$ cat src/rtl/lmi_cls_pkg.sv
package lmi_cls_pkg;

   typedef enum logic [2:0] {
      LMI_T_NONE   = 3'b000,
      LMI_T_STATUS = 3'b001,
      LMI_T_ENQ    = 3'b010,
      LMI_T_UPDATE = 3'b011,
      LMI_T_OTHER  = 3'b111
   } lmi_type_e;

   localparam logic [7:0] MT_STATUS = 8'h7D;
   localparam logic [7:0] MT_ENQ    = 8'h75;
   localparam logic [7:0] MT_UPDATE = 8'h7B;

   localparam logic [3:0] PRIM_LMI_RX = 4'd13;

   localparam int DLCI_W = 10;
   localparam int DESC_W = 16;
   localparam int TYPE_LSB = 9;
   localparam int ERR_BIT = 8;

endpackage

$ cat src/rtl/lmi_frame_tracker.sv
module lmi_frame_tracker #(
   parameter int IDX_W   = 12,
   parameter int MSG_POS = 5
) (
   input  logic                         clk,
   input  logic                         rst_n,
   input  logic                         rx_valid,
   input  logic [7:0]                   rx_data,
   input  logic                         rx_sof,
   output logic [IDX_W-1:0]             pos,
   output logic [lmi_cls_pkg::DLCI_W-1:0] addr_dlci,
   output logic [7:0]                   msg_oct
);
   import lmi_cls_pkg::*;

   localparam logic [IDX_W-1:0] MSG_IDX  = IDX_W'(MSG_POS);
   localparam logic [IDX_W-1:0] IDX_MAX  = '1;
   localparam logic [IDX_W-1:0] IDX_ADR1 = IDX_W'(1);

   logic [IDX_W-1:0]  cnt_q;
   logic [5:0]        hi_q;
   logic [DLCI_W-1:0] dlci_q;
   logic [7:0]        msg_q;

   assign pos = rx_sof ? '0 : cnt_q;

   always_ff @(posedge clk or negedge rst_n) begin
      if (!rst_n) begin
         cnt_q  <= '0;
         hi_q   <= '0;
         dlci_q <= '0;
         msg_q  <= '0;
      end else if (rx_valid) begin
         cnt_q <= (pos == IDX_MAX) ? pos : pos + 1'b1;
         if (pos == '0)
            hi_q <= rx_data[7:2];
         if (pos == IDX_ADR1)
            dlci_q <= {hi_q, rx_data[7:4]};
         if (pos == MSG_IDX)
            msg_q <= rx_data;
      end
   end

   assign addr_dlci = (pos == IDX_ADR1) ? {hi_q, rx_data[7:4]} : dlci_q;
   assign msg_oct   = (pos == MSG_IDX) ? rx_data : msg_q;

endmodule

$ cat src/rtl/lmi_msg_decode.sv
module lmi_msg_decode (
   input  logic                   [7:0] msg_oct,
   output lmi_cls_pkg::lmi_type_e       msg_code
);
   import lmi_cls_pkg::*;

   always_comb begin
      unique case (msg_oct)
         MT_STATUS: msg_code = LMI_T_STATUS;
         MT_ENQ:    msg_code = LMI_T_ENQ;
         MT_UPDATE: msg_code = LMI_T_UPDATE;
         default:   msg_code = LMI_T_OTHER;
      endcase
   end

endmodule

$ cat src/rtl/lmi_rx_out.sv
module lmi_rx_out #(
   parameter int IDX_W     = 12,
   parameter int MSG_POS   = 5,
   parameter int MGMT_DLCI = 0
) (
   input  logic                           clk,
   input  logic                           rst_n,
   input  logic                           auto_lmi_en,
   input  logic                           rx_valid,
   input  logic [7:0]                     rx_data,
   input  logic                           rx_eof,
   input  logic [IDX_W-1:0]               pos,
   input  logic [lmi_cls_pkg::DLCI_W-1:0] addr_dlci,
   input  lmi_cls_pkg::lmi_type_e         msg_code,
   output logic                           pl_valid,
   output logic [7:0]                     pl_data,
   output logic                           pl_last,
   output logic                           desc_valid,
   output logic [lmi_cls_pkg::DESC_W-1:0] desc_word,
   output logic [lmi_cls_pkg::DLCI_W-1:0] desc_dlci,
   output logic                           ind_valid,
   output logic [3:0]                     ind_prim
);
   import lmi_cls_pkg::*;

   localparam logic [IDX_W-1:0]  MSG_IDX  = IDX_W'(MSG_POS);
   localparam logic [IDX_W-1:0]  BODY_IDX = IDX_W'(2);
   localparam logic [DLCI_W-1:0] MGMT_ID  = DLCI_W'(MGMT_DLCI);

   logic      body_oct;
   logic      single_oct;
   logic      on_mgmt;
   logic      lmi_short;
   logic      good_lmi;
   logic      frame_end;
   logic      err_flag;
   lmi_type_e type_code;
   logic [DESC_W-1:0] word_nxt;

   always_comb begin
      body_oct   = pos >= BODY_IDX;
      single_oct = pos == '0;
      frame_end  = rx_valid && rx_eof;
      on_mgmt    = !single_oct && (addr_dlci == MGMT_ID) && auto_lmi_en;
      lmi_short  = on_mgmt && (pos < MSG_IDX);
      good_lmi   = on_mgmt && !lmi_short;
      err_flag   = single_oct || lmi_short;
      type_code  = good_lmi ? msg_code : LMI_T_NONE;
      word_nxt   = '0;
      word_nxt[TYPE_LSB +: 3] = type_code;
      word_nxt[ERR_BIT]       = err_flag;
   end

   always_ff @(posedge clk or negedge rst_n) begin
      if (!rst_n) begin
         pl_valid   <= 1'b0;
         pl_data    <= '0;
         pl_last    <= 1'b0;
         desc_valid <= 1'b0;
         desc_word  <= '0;
         desc_dlci  <= '0;
         ind_valid  <= 1'b0;
         ind_prim   <= '0;
      end else begin
         pl_valid   <= rx_valid && body_oct;
         pl_data    <= (rx_valid && body_oct) ? rx_data : '0;
         pl_last    <= frame_end && body_oct;
         desc_valid <= frame_end;
         desc_word  <= frame_end ? word_nxt : '0;
         desc_dlci  <= (frame_end && !single_oct) ? addr_dlci : '0;
         ind_valid  <= frame_end && good_lmi;
         ind_prim   <= (frame_end && good_lmi) ? PRIM_LMI_RX : '0;
      end
   end

endmodule

$ cat src/rtl/lmi_rx_classifier.sv
module lmi_rx_classifier #(
   parameter int IDX_W     = 12,
   parameter int MSG_POS   = 5,
   parameter int MGMT_DLCI = 0
) (
   input  logic        clk,
   input  logic        rst_n,
   input  logic        auto_lmi_en,
   input  logic        rx_valid,
   input  logic [7:0]  rx_data,
   input  logic        rx_sof,
   input  logic        rx_eof,
   output logic        pl_valid,
   output logic [7:0]  pl_data,
   output logic        pl_last,
   output logic        desc_valid,
   output logic [15:0] desc_word,
   output logic [9:0]  desc_dlci,
   output logic        ind_valid,
   output logic [3:0]  ind_prim
);
   import lmi_cls_pkg::*;

   generate
      if (MSG_POS < 2)
         $error("message-type octet must follow the two address octets");
      if (IDX_W < 3 || MSG_POS >= (1 << IDX_W) - 1)
         $error("position counter too narrow for the message-type offset");
      if (MGMT_DLCI < 0 || MGMT_DLCI >= (1 << DLCI_W))
         $error("management DLCI out of the 10-bit range");
   endgenerate

   logic [IDX_W-1:0]  pos;
   logic [DLCI_W-1:0] addr_dlci;
   logic [7:0]        msg_oct;
   lmi_type_e         msg_code;

   lmi_frame_tracker #(
      .IDX_W   (IDX_W),
      .MSG_POS (MSG_POS)
   ) trk_i (
      .clk       (clk),
      .rst_n     (rst_n),
      .rx_valid  (rx_valid),
      .rx_data   (rx_data),
      .rx_sof    (rx_sof),
      .pos       (pos),
      .addr_dlci (addr_dlci),
      .msg_oct   (msg_oct)
   );

   lmi_msg_decode dec_i (
      .msg_oct  (msg_oct),
      .msg_code (msg_code)
   );

   lmi_rx_out #(
      .IDX_W     (IDX_W),
      .MSG_POS   (MSG_POS),
      .MGMT_DLCI (MGMT_DLCI)
   ) out_i (
      .clk         (clk),
      .rst_n       (rst_n),
      .auto_lmi_en (auto_lmi_en),
      .rx_valid    (rx_valid),
      .rx_data     (rx_data),
      .rx_eof      (rx_eof),
      .pos         (pos),
      .addr_dlci   (addr_dlci),
      .msg_code    (msg_code),
      .pl_valid    (pl_valid),
      .pl_data     (pl_data),
      .pl_last     (pl_last),
      .desc_valid  (desc_valid),
      .desc_word   (desc_word),
      .desc_dlci   (desc_dlci),
      .ind_valid   (ind_valid),
      .ind_prim    (ind_prim)
   );

endmodule

$ cat config.mk
export PLATFORM = sky130hd
export DESIGN_NAME = lmi_rx_classifier
export DESIGN_NICKNAME = d
export VERILOG_FILES = /design/src/rtl/lmi_cls_pkg.sv /design/src/rtl/lmi_frame_tracker.sv /design/src/rtl/lmi_msg_decode.sv /design/src/rtl/lmi_rx_out.sv /design/src/rtl/lmi_rx_classifier.sv
export SDC_FILE = /design/constraint.sdc
export NUM_CORES = 1
export LEC_CHECK = 0
export CAP_MARGIN = 10
export CORE_ASPECT_RATIO = 2
export CORE_MARGIN = 1
export CORE_UTILIZATION = 24
export CTS_BUF_LIST = sky130_fd_sc_hd__clkbuf_8
export CTS_CLUSTER_SIZE = 8
export DETAILED_ROUTE_END_ITERATION = 12
export PLACE_DENSITY = 0.46
export SLEW_MARGIN = 20
export SYNTH_ARGS = -nofsm -noshare
export SYNTH_HDL_FRONTEND = slang
export SYNTH_SLANG_ARGS = --single-unit
$ cat constraint.sdc
create_clock -name clk -period 2.85 [get_ports clk]
set_clock_uncertainty 0.15 [all_clocks]
set_input_delay 0.57 -clock clk [delete_from_list [all_inputs] [get_ports clk]]
set_output_delay 0.57 -clock clk [all_outputs]
set_load 0.01 [all_outputs]
==> results of run 1 <==
[registers in the layout (all words and copies together) (netlist names), 4 cells and up]
signal / flops
out_i.desc_dlci: 10
out_i.desc_word: 4
out_i.pl_data: 8
trk_i.cnt_q: 12
trk_i.dlci_q: 10
trk_i.hi_q: 6
trk_i.msg_q: 8
[power by group]
group / switching, mW / internal [mW] / total, mW / leakage [nW]
clock: 0.334 / 0.416 / 0.751 / 0.0993
combinational: 0.173 / 0.190 / 0.363 / 0.823
sequential: 0.0915 / 1.00 / 1.09 / 0.818
total: 0.599 / 1.61 / 2.21 / 1.74
[through the flow]
step	worst slack, ps	cell area (um2)	hold WS, ps	instances	utilization
after global placement	36.1	3630	338	470	0.300
final	239	3820	78.2	485	0.315
after detailed placement	47.2	3630	344	470	0.300
after CTS	257	3820	84.7	485	0.315
after global routing	51.6	3820	94.6	485	0.315
after floorplan	382	3020	124	285	-
[layer usage]
metal,vias to the layer above,part of all wire,GRT usage
met5,-,0,0
met4,0,0.035,0.0812
met3,17,0.037,0.0235
met2,72,0.55,0.211
met1,1100,0.38,0.139
li1,1070,-,-
[path summary, 6_finish.rpt]
kind                                       startpoint                           end  cells past startpoint
setup / recovery           trk_i.cnt_q[5]$_DFFE_PN0P_  out_i.desc_dlci[5]$_DFF_PN0_                      5
hold / removal                                  rst_n    trk_i.msg_q[1]$_DFFE_PN0P_                      2
setup reg to reg           trk_i.cnt_q[5]$_DFFE_PN0P_  out_i.desc_dlci[5]$_DFF_PN0_                      5
hold reg to reg            trk_i.msg_q[7]$_DFFE_PN0P_    trk_i.msg_q[7]$_DFFE_PN0P_                      1
max in group asynchronous                       rst_n  out_i.desc_dlci[1]$_DFF_PN0_                      2
min in group clk           trk_i.msg_q[7]$_DFFE_PN0P_    trk_i.msg_q[7]$_DFFE_PN0P_                      1
[Yosys cell counts, drive strengths merged (2+ instances only)]
| master | n | share of area |
|---|---|---|
| nand2 | 28 | 0.035 |
| o2111ai | 3 | 0.0088 |
| a31oi | 5 | 0.010 |
| nand4 | 4 | 0.0084 |
| buf | 18 | 0.043 |
| xor2 | 2 | 0.0059 |
| or4 | 4 | 0.011 |
| inv | 9 | 0.011 |
| and2 | 9 | 0.019 |
| o41ai | 2 | 0.012 |
| nand3 | 15 | 0.027 |
| mux2i | 4 | 0.013 |
| nor2 | 6 | 0.0076 |
| a41o | 2 | 0.0067 |
| clkbuf | 6 | 0.0076 |
| nor3 | 5 | 0.013 |
| and3 | 4 | 0.0084 |
| nor2b | 6 | 0.013 |
| a21oi | 19 | 0.032 |
| o21ai | 6 | 0.010 |
| nor4 | 3 | 0.0063 |
| dfrtp | 62 | 0.52 |
| ha | 4 | 0.017 |
| o21a | 2 | 0.0050 |
| mux2 | 25 | 0.094 |
| nand2b | 2 | 0.0042 |
[final cells by class]
class	count	area share
inverter	10	0.00982
multi-input combinational	189	0.336
clock inverter	5	0.0134
tap	147	0.0481
sequential	62	0.406
clock buffer	10	0.0360
timing repair buffer	62	0.151
[cell families after synthesis]
| group | count (synthesis) |
|---|---|
| compound gates | 50 |
| xor+xnor | 2 |
| fa+ha+maj | 4 |
| buf+inv | 34 |
| flops | 62 |
| mux | 29 |
| other cells | 1 |
| simple gates | 91 |
==> metrics.md, run 1 <==
| Metric | Value |
|---|---|
| Outcome | `finished, final reports clean` |
| Tot GR Track Use | `0.125` |
| I/O pin cnt | `56` |
| Remaining Overflow, GRT | `0` |
| Layout overhead on the synthesized area | `28.3%` |
| Syn Std Cell Area | `2980 um2` |
| Pwr/cell area | `577 nW/um2` |
| Worst Path Arrival | `2640 ps` |
| Register area | `1550 um2` |
| R2r setup slk | `240 ps` |
| Worst Setup End Kind | `register` |
| Actual slew at the worst max-slew pin | `794 ps` |
| Final Hold Vio Count | `0` |
| Sequential element share of the synthesized area | `0.521` |
| Max Freq | `383 MHz` |
| I/O Buffers | `42` |
| Max Root-Sink Buffers | `2` |
| Post-synthesis xor/xnor area fraction | `0.00588` |
| Final setup fails | `0` |
| Worst-path cell chain | `or4_4 > nor3_2 > a21oi_1 > o21ai_1 > a21oi_1` |
| Synth Area per Inst | `10.9 um2` |
| WS Path Type | `register to register` |
| Post-CTS Setup Bufs | `0` |
| Total number of vias | `2259` |
| Main synth FF type | `dfrtp_1` |
| RSZ-0062 raised after global routing | `false` |
| Pin count of the biggest net entering global routing | `63` |
| Post-CTS sizing | `0` |
| Reg clk slew, reported paths | `60 ps` |
| CP startpoint kind | `register` |
| Initial DRT Pass Iterations | `4` |
| Buf+Inv Stages, Crit Path | `0` |
| Hold Buf Count CTS | `0` |
| VDD IR max | `234 uV` |
| Post-synthesis simple-gate area fraction | `0.167` |
| DRT iter0 DRCs | `122` |
| Library cells used by synthesis | `51` |
| Final Slew Violations | `0` |
| Max_slew headroom | `0.467` |
| P_leak | `1.74 nW` |
| Hpwl dp | `5380 um` |
| Initial Util | `0.246` |
| Nets@finish | `352` |
| CTS tree | `yes` |
| DR WL/cell | `15.0 um` |
| Commonest non-fill, non-tap cells in the layout | `dfrtp_1, clkdlybuf4s50_1, nand2_1` |
| Setup TNS | `0 ps` |
| Largest family of logic cells by synthesized area | `simple AND/OR/NAND/NOR gates` |
| Antenna Nets Post-Route | `0` |
| Die width | `80.8 um` |
| H-tree depth | `3` |
| Initial antenna violation count | `0` |
| Asr flop ratio synth | `1.00` |
| Instance count of the mapped netlist | `273` |
| Layout cell share with drive strength beyond 1 | `0.198` |
| Sink Count | `62` |
| Vias/cell | `4.66` |
| Max-cap viol count | `0` |
| Die height | `160 um` |
| Most common cell after layout, fill and taps aside | `dfrtp_1` |
| Power consumption | `2.21 mW` |
| Tcrit/Tclk final | `0.916` |
| WL final | `7280 um` |
| Critical-path top delay cell | `o21ai_1` |
| Multiplexer share of the synthesized area | `0.108` |
| Core Footprint | `12100 um2` |
| Die ar. | `12900 um2` |
| HP Class | `input pin to async pin` |
| # fillers | `1280` |
| Synth Warn # | `0` |
| Vias in the first global route | `2325` |
| Global-route wire length before repair | `12000 um` |
| Post-Synth Adder-Cell Area | `0.0168` |
| Core Rows | `57` |
| CP peak stage delay | `650 ps` |
| Final Wtd Congestion | `0.806` |
| Area of the multi-input gates | `1280 um2` |
| Delay-heaviest family, CP | `compound AO/OA/AOI/OAI gates` |
| Clk_lat worst skew | `340 ps` |
| CTS buffer count | `9` |
| Req. time, crit path | `2880 ps` |
| Root Buffer | `clkbuf_8` |
| Minimum clock period | `2610 ps` |
| Post-synthesis compound-gate area fraction | `0.117` |
| Critical-path maximum fanout | `10` |
| N_diodes | `0` |
| Seq cells post-synth | `62` |
| DRC viols | `0` |
| Count of flip-flops with a built-in enable after synthesis | `0` |
| Top cell by count, worst path | `a21oi_1` |
(Power assumes the default switching activity.)
==> run 2, diff against run 1 <==
==> constraint.sdc (replaced) <==
create_clock -name clk -period 2.85 [get_ports clk]
set_clock_uncertainty 0.15 [all_clocks]
set_input_delay 0.285 -clock clk [delete_from_list [all_inputs] [get_ports clk]]
set_output_delay 0.285 -clock clk [all_outputs]
set_load 0.02 [all_outputs]
==> run 2 against run 1 <==
Global-route usage grew 0.63 points. Sequential power is essentially flat. Critical path depth grew 1. Combinational power grew 6.6%. Fmax grew 2.9%. Sequential cell count is the same. Register-to-register slack gained 70 ps. Clock-buffer cell count grew 1. Cell area grew 0.92%. Non-clock buffer count grew 4. Critical path type unchanged.
==> metrics.md, run 2 (synthesis results as in run 1) <==
| Metric | Value |
|---|---|
| # fillers | `1263` |
| CTS tree | `yes` |
| Most flop-heavy register | `trk_i.cnt_q` |
| Vias in the first global route | `2361` |
| Die ar. | `12900 um2` |
| CTS buffer count | `9` |
| Max Root-Sink Buffers | `2` |
| Nets@finish | `356` |
| Final std cells w/o fill | `490` |
| Placed Cells incl. Taps | `473` |
| WL final | `7630 um` |
| DRT iter0 DRCs | `87` |
| CP peak stage delay | `530 ps` |
| CP startpoint kind | `register` |
| Top Registers | `trk_i.cnt_q x12, out_i.desc_dlci x10, trk_i.dlci_q x10` |
| Pin count of the biggest net entering global routing | `44` |
| Core Rows | `57` |
| Global-route wire length before repair | `12300 um` |
| Die width | `80.8 um` |
| Critical-path maximum fanout | `10` |
| Actual slew at the worst max-slew pin | `576 ps` |
| Post-DP Area | `3640 um2` |
| Root Buffer | `clkbuf_8` |
| Final setup fails | `0` |
| Clk pwr share | `0.347` |
| Worst hold margin | `330 ps` |
| Psw | `0.630 mW` |
| Outcome | `finished, final reports clean` |
| Max reg flops | `12` |
| VDD IR max | `210 uV` |
| Pwr/cell area | `587 nW/um2` |
| Most common cell after layout, fill and taps aside | `dfrtp_1` |
| Sw Share | `0.278` |
| Top cell by count, worst path | `a21oi_1` |
| Non-Filler Cell Area, Final | `3860 um2` |
| Initial DRT Pass Iterations | `4` |
| N_diodes | `0` |
| Remaining Overflow, GRT | `0` |
| DRC viols | `0` |
| Initial Util | `0.246` |
| Final Wtd Congestion | `0.829` |
| Vias/cell | `4.76` |
| WS Path Type | `register to register` |
| Core Footprint | `12100 um2` |
| Max_slew headroom | `0.616` |
| P_leak | `1.76 nW` |
| Tot GR Track Use | `0.131` |
| Worst-path cell chain | `or4_4 > o41ai_4 > buf_4 > a21oi_1 > o2111ai_1 > a21oi_1` |
| I/O Buffers | `42` |
| HP Class | `input pin to async pin` |
| Internal power | `1.64 mW` |
| Reg clk slew, reported paths | `70 ps` |
| Max Freq | `394 MHz` |
| Max-cap viol count | `0` |
| Die height | `160 um` |
| Worst Setup End Kind | `register` |
| Total number of vias | `2331` |
| Tcrit/Tclk final | `0.890` |
| Combinational fraction of design power | `0.171` |
| Commonest non-fill, non-tap cells in the layout | `dfrtp_1, clkdlybuf4s50_1, nand2_1` |
| Antenna Nets Post-Route | `0` |
| Sink Count | `62` |
| RSZ-0062 raised after global routing | `false` |
| Hpwl dp | `5870 um` |
| Post-CTS Setup Bufs | `0` |
| H-tree depth | `3` |
| I/O pin cnt | `56` |
| Critical-path top delay cell | `or4_4` |
| Worst Path Arrival | `2590 ps` |
| Part of the power in registers | `0.482` |
| Layout cell share with drive strength beyond 1 | `0.204` |
| Req. time, crit path | `2900 ps` |
| Minimum clock period | `2540 ps` |
| DR WL/cell | `15.6 um` |
| Clk_lat worst skew | `350 ps` |
| Final Hold Vio Count | `0` |
| Final Slew Violations | `0` |
| Initial antenna violation count | `0` |
| Setup TNS | `0 ps` |
| Layout overhead on the synthesized area | `29.5%` |
==> run 2: through the flow <==
step                 util  setup slack [ps]  total power [mW]
CTS                 0.318               260              2.31
global route        0.318               153              2.39
detailed placement  0.301               212              1.50
floorplan               -               533              1.34
global placement    0.301               208              1.49
finish              0.318               313              2.27
==> run 2: timing repair <==
action / CTS / global route
resized for setup: 0 / 0
hold endpoints to repair: 35 / 0
hold buffers: 1 / 0
==> run 2: worst paths after layout <==
check / start / slack (ps) / end / cells after the start
max: trk_i.cnt_q[7]$_DFFE_PN0P_ / 310 / out_i.desc_word[10]$_DFF_PN0_ / 6
min: rst_n / 330 / trk_i.cnt_q[11]$_DFFE_PN0P_ / 2
max reg2reg: trk_i.cnt_q[7]$_DFFE_PN0P_ / 310 / out_i.desc_word[10]$_DFF_PN0_ / 6
min reg2reg: trk_i.cnt_q[0]$_DFFE_PN0P_ / 360 / trk_i.cnt_q[0]$_DFFE_PN0P_ / 2
max in group asynchronous: rst_n / 1630 / trk_i.dlci_q[1]$_DFFE_PN0P_ / 3
min in group clk: trk_i.cnt_q[0]$_DFFE_PN0P_ / 360 / trk_i.cnt_q[0]$_DFFE_PN0P_ / 2
==> run 2: worst max-delay path: cells and delay by family (launching register included) <==
family	cells	cell delay [ps]
DFF	1	440
and+or+nand+nor	1	530
buffers and inverters	1	240
AOI/OAI and AO/OA	4	1040
==> run 2: per-layer routing <==
layer | vias to the layer above | GRT usage | wire length [um]
met5 | - | 0 | 0
met4 | 0 | 0.0844 | 366
met3 | 23 | 0.0327 | 321
met2 | 77 | 0.231 | 4250
met1 | 1148 | 0.133 | 2700
li1 | 1083 | - | -
==> run 2: area by class of cell <==
class	instances	area [um2]	share of cell area
clock buffer	11	151	0.0392
timing repair buffer	66	601	0.156
inverter	10	37.5	0.00973
clock inverter	5	50.0	0.0130
tap	147	184	0.0477
sequential	62	1550	0.402
multi-input combinational	189	1280	0.333
==> run 2: power groups by stage <==
stage / Combinational, mW / Clock, mW / Sequential (mW)
CTS: 0.395 / 0.817 / 1.09
global placement: 0.386 / 0 / 1.11
finish: 0.387 / 0.787 / 1.09
global route: 0.424 / 0.862 / 1.11
detailed placement: 0.393 / 0 / 1.11
floorplan: 0.229 / 0 / 1.11
